File: src/rtl/vu_unavail_trap.sv
module vu_unavail_trap #(
  parameter int CORE_REV = 2,
  parameter int W        = 32
) (
  input  logic         clk,
  input  logic         rst_n,
  input  logic         ins_valid,
  input  logic         cls_simd,
  input  logic         cls_vec_sp,
  input  logic         cls_scl_dp,
  input  logic         cls_scl_sp,
  input  logic [W-1:0] ins_ea,
  input  logic [W-1:0] msr_cur,
  input  logic [W-1:0] vec_prefix,
  input  logic [W-1:0] vec_offset,
  output logic         suppress,
  output logic         take_exc,
  output logic [W-1:0] saved_pc,
  output logic [W-1:0] saved_stat,
  output logic [W-1:0] msr_new,
  output logic [W-1:0] syndrome,
  output logic [W-1:0] handler_addr
);

  localparam int BE_TOP  = 2*W - 1;
  localparam int IX_EN   = BE_TOP - 38;
  localparam int IX_CE   = BE_TOP - 46;
  localparam int IX_ME   = BE_TOP - 51;
  localparam int IX_DE   = BE_TOP - 54;
  localparam int IX_SYN  = W - 1 - 24;
  localparam logic [W-1:0] KEEP_MASK = (W'(1) << IX_CE) | (W'(1) << IX_ME) | (W'(1) << IX_DE);
  localparam logic [W-1:0] SYN_VAL   = W'(1) << IX_SYN;

  logic gated;

  generate
    if (CORE_REV == 1) begin : g_rev1
      assign gated = cls_simd | cls_vec_sp | cls_scl_sp;
    end else begin : g_rev2
      assign gated = cls_simd | cls_vec_sp | cls_scl_dp;
    end
  endgenerate

  wire unused_bits = ^{vec_prefix[15:0], vec_offset[31:16], vec_offset[3:0],
                       (CORE_REV == 1) ? cls_scl_dp : cls_scl_sp};

  assign suppress = ins_valid & ~msr_cur[IX_EN] & gated;

  always_ff @(posedge clk) begin
    if (!rst_n) begin
      take_exc     <= 1'b0;
      saved_pc     <= '0;
      saved_stat   <= '0;
      msr_new      <= '0;
      syndrome     <= '0;
      handler_addr <= '0;
    end else begin
      take_exc <= suppress;
      if (suppress) begin
        saved_pc     <= ins_ea;
        saved_stat   <= msr_cur;
        msr_new      <= msr_cur & KEEP_MASK;
        syndrome     <= SYN_VAL;
        handler_addr <= {vec_prefix[31:16], vec_offset[15:4], 4'b0000};
      end
    end
  end

  AST_PULSE_FOLLOWS: assert property (@(posedge clk) disable iff (!rst_n)
    suppress |=> take_exc);
  AST_PULSE_SINGLE: assert property (@(posedge clk) disable iff (!rst_n)
    !suppress |=> !take_exc);
  AST_EN_BLOCKS: assert property (@(posedge clk) disable iff (!rst_n)
    msr_cur[IX_EN] |=> !take_exc);
  AST_PC_CAPTURE: assert property (@(posedge clk) disable iff (!rst_n)
    suppress |=> saved_pc == $past(ins_ea));
  AST_STAT_CAPTURE: assert property (@(posedge clk) disable iff (!rst_n)
    suppress |=> saved_stat == $past(msr_cur));
  AST_MSR_CLEARED: assert property (@(posedge clk) disable iff (!rst_n)
    take_exc |-> (msr_new & ~KEEP_MASK) == '0);
  AST_SYN_ONEHOT: assert property (@(posedge clk) disable iff (!rst_n)
    take_exc |-> $onehot0(syndrome) && syndrome[IX_SYN]);
  AST_HANDLER_ALIGN: assert property (@(posedge clk) disable iff (!rst_n)
    take_exc |-> handler_addr[3:0] == 4'b0000);
  AST_HOLD_STATE: assert property (@(posedge clk) disable iff (!rst_n)
    !suppress |=> $stable(saved_pc) && $stable(saved_stat) && $stable(handler_addr));

endmodule

File: config.mk
export PLATFORM = sky130hd
export DESIGN_NAME = vu_unavail_trap
export DESIGN_NICKNAME = d
export VERILOG_FILES = /design/src/rtl/vu_unavail_trap.sv
export SDC_FILE = /design/constraint.sdc
export NUM_CORES = 1
export LEC_CHECK = 0
export CAP_MARGIN = 30
export CORE_AREA = 2 2 116 118
export CTS_CLUSTER_DIAMETER = 40
export CTS_CLUSTER_SIZE = 8
export DETAILED_ROUTE_END_ITERATION = 6
export DIE_AREA = 0 0 118 120
export DONT_BUFFER_PORTS = 1
export GPL_TIMING_DRIVEN = 0
export SETUP_SLACK_MARGIN = 0.02
export SLEW_MARGIN = 10
export SYNTH_ARGS = -nofsm -noshare
export SYNTH_HDL_FRONTEND = slang
export SYNTH_SLANG_ARGS = --single-unit
export TNS_END_PERCENT = 100
File: constraint.sdc
create_clock -name clk -period 3.5 [get_ports clk]
set_input_delay 0.7 -clock clk [delete_from_list [all_inputs] [get_ports clk]]
set_output_delay 0.7 -clock clk [all_outputs]
set_load 0.02 [all_outputs]
==> metrics <==
status=complete, no violations; PwrDens=around 500 nW/um^2; routed vias=3051; first-pass GRT wire length=between 15000 and 20000 um; skew final=0 ns; number of synthesized register bits=94; GPL Wtd Cong=0.753; Tot Pwr=around 2.5 mW; Hold WS=approximately 0.5 ns; leakage power=between 2 and 2.5 nW; Hold WC Path Type=primary input to register; Clock transition at path regs=0.06 ns; vias in the first global route=between 3000 and 4000; RR Endpoint=saved_pc[26]; # setup viols final=0; CP Capture Point=suppress; Max Clock Freq=469 MHz; Vias/cell=between 4 and 5; RSZ-0062 raised after global routing=no; port bufs=0; Starting Density=0.325; worst-path fanout max=10; CTS Hold Bufs=0; CTS Sinks=94; Final HPWL DP=just under 8000 um; Clock Tree Root=clkbuf_16; Nets=approximately 700; routed wire length=roughly 10000 um; Critical Path Start Type=primary input; DRT antenna net count=0; grt ovf=0; core area=~13000 sq um; cell-internal power=approximately 1.8 mW; Routed WL per cell=13.8 um; combinational group share of total power=0.121; DR DRC count=0; Net Sw Power=between 0.6 and 0.7 mW; WP data required=roughly 2.8 ns; initial antenna violation count=0; WP data arrival=approximately 1.4 ns; max_cap viols=0; die height=approximately 120 um; largest net degree at the start of global routing=14; Final Non-Filler Cells=just over 700; sequential power share=0.501; Final Hold Viols=0; Unique masters post-synth=13; final core occ=0.381; layout cells sized above 1=0.175; commonest non-fill, non-tap cells in the layout=183 x nand2_1, 94 x dfxtp_1, 91 x mux2i_1; sequential area share after synthesis=0.446; R2R depth=2; Die X=about 120 um; CP startpoint=cls_vec_sp; CP Class=primary input to output port; Final min period=about 2.1 ns; commonest non-fill, non-tap cell in the layout=nand2_1; H-tree levels=3; CTS tree=built; Max Buffers Root-to-Sink=2; # resized after CTS=0; Post-CTS Setup Bufs=0; VDD IR max=between 0.2 and 0.25 mV; Sum Neg Setup Slack=0 ns; CP endpoint kind=output port; number of CTS-inserted buffers=9; cell count after synthesis=~470; Cell Area, Synth=approximately 4200 sq um; syn avg cell area=roughly 9 sq um; IO Pins=between 200 and 300; fill cell count=between 1000 and 1500; Synth-to-Final Area Change=17.3%; Max Slew Vio Count=0; first-pass iteration count of the detailed router=4; worst flop-to-flop path startpoint=saved_pc[26]; clock share of power=0.378; Row Count=42; Tot GR Track Use=0.138; placed cell count=approximately 710; clk_lat worst skew=around 0.34 ns; YS warnings=0; worst reg2reg setup slack=~2.7 ns; Switching Share=0.270; final worst-path cycle share=0.610; 1st-iter DRT viols=between 80 and 90; Diodes inserted=0; die area=14200 sq um
-- stage by stage --
stage | instance area, sq um | worst slack, ns
2_1_floorplan | 4460 | 1.46
3_3_place_gp | 4680 | 1.33
3_5_place_dp | 4680 | 1.33
4_1_cts | 4950 | 1.33
5_1_grt | 4950 | 1.28
6_report | 4950 | 1.37
-- cell families (layout without fill, tap and decap cells) --
| logic type | Yosys count | after routing | share of synthesized area |
|---|---|---|---|
| AOI/OAI and AO/OA | 1 | 1 | 0.00178 |
| buffers and inverters | 99 | 113 | 0.165 |
| DFF | 94 | 94 | 0.446 |
| muxes | 91 | 91 | 0.216 |
| other | 1 | 64 | 0.000889 |
| and+or+nand+nor | 187 | 187 | 0.170 |
-- registers in the layout, indices dropped and copies added (netlist names) --
register      flops
saved_pc         32
saved_stat       32
handler_addr     28
syndrome          1
take_exc          1
-- worst max-delay path: stages --
cell	delay, ns
nor3_2	0.02
nor3b_2	0.17
buf_6	0.15
buf_6	0.18
buf_6	0.21
-- power groups by stage --
stage               Sequential (mW)  Clock (mW)  Combinational, mW
floorplan                      1.24           0              0.262
global placement               1.25           0              0.290
detailed placement             1.26           0              0.298
CTS                            1.23       0.958              0.298
global route                   1.24        1.01              0.325
finish                         1.23       0.929              0.296
-- cell usage after synthesis --
| cell | n | area (sq um) |
|---|---|---|
| nand2_1 | 183 | 687 |
| conb_1 | 1 | 3.75 |
| buf_6 | 7 | 78.8 |
| nor3_2 | 1 | 10.0 |
| buf_2 | 5 | 25.0 |
| o21a_1 | 1 | 7.51 |
| clkbuf_1 | 16 | 60.1 |
| and2_1 | 1 | 6.26 |
| nor3b_2 | 1 | 12.5 |
| buf_4 | 71 | 533 |
| dfxtp_1 | 94 | 1880 |
| nor2_1 | 1 | 3.75 |
| mux2i_1 | 91 | 911 |
-- cell type report --
type	instances	area, sq um	share of cell area
Tap cell	176	220	0.0445
Clock buffer	12	236	0.0478
Multi-Input combinational cell	343	1880	0.380
Sequential cell	94	1880	0.380
Clock inverter	2	35.0	0.00708
Buffer	99	697	0.141
-- how the worst min path moves through the flow --
stage          cells past startpoint  slack (ns)      startpoint        endpoint
6_report                           2        0.49      ins_ea[23]    saved_pc[23]
5_1_grt                            2        0.48      msr_cur[0]   saved_stat[0]
4_1_cts                            2        0.48      ins_ea[11]    saved_pc[11]
3_5_place_dp                       2        0.54  saved_stat[25]  saved_stat[25]
3_3_place_gp                       2        0.54  saved_stat[25]  saved_stat[25]
2_1_floorplan                      2        0.51  saved_stat[25]  saved_stat[25]
-- routing by layer --
layer	up-vias	routed length, um	track usage
met5	-	0	0
met4	0	188	0.0550
met3	16	896	0.0589
met2	142	5010	0.245
met1	1378	3890	0.145
li1	1515	-	-
(Power assumes the default switching activity.)
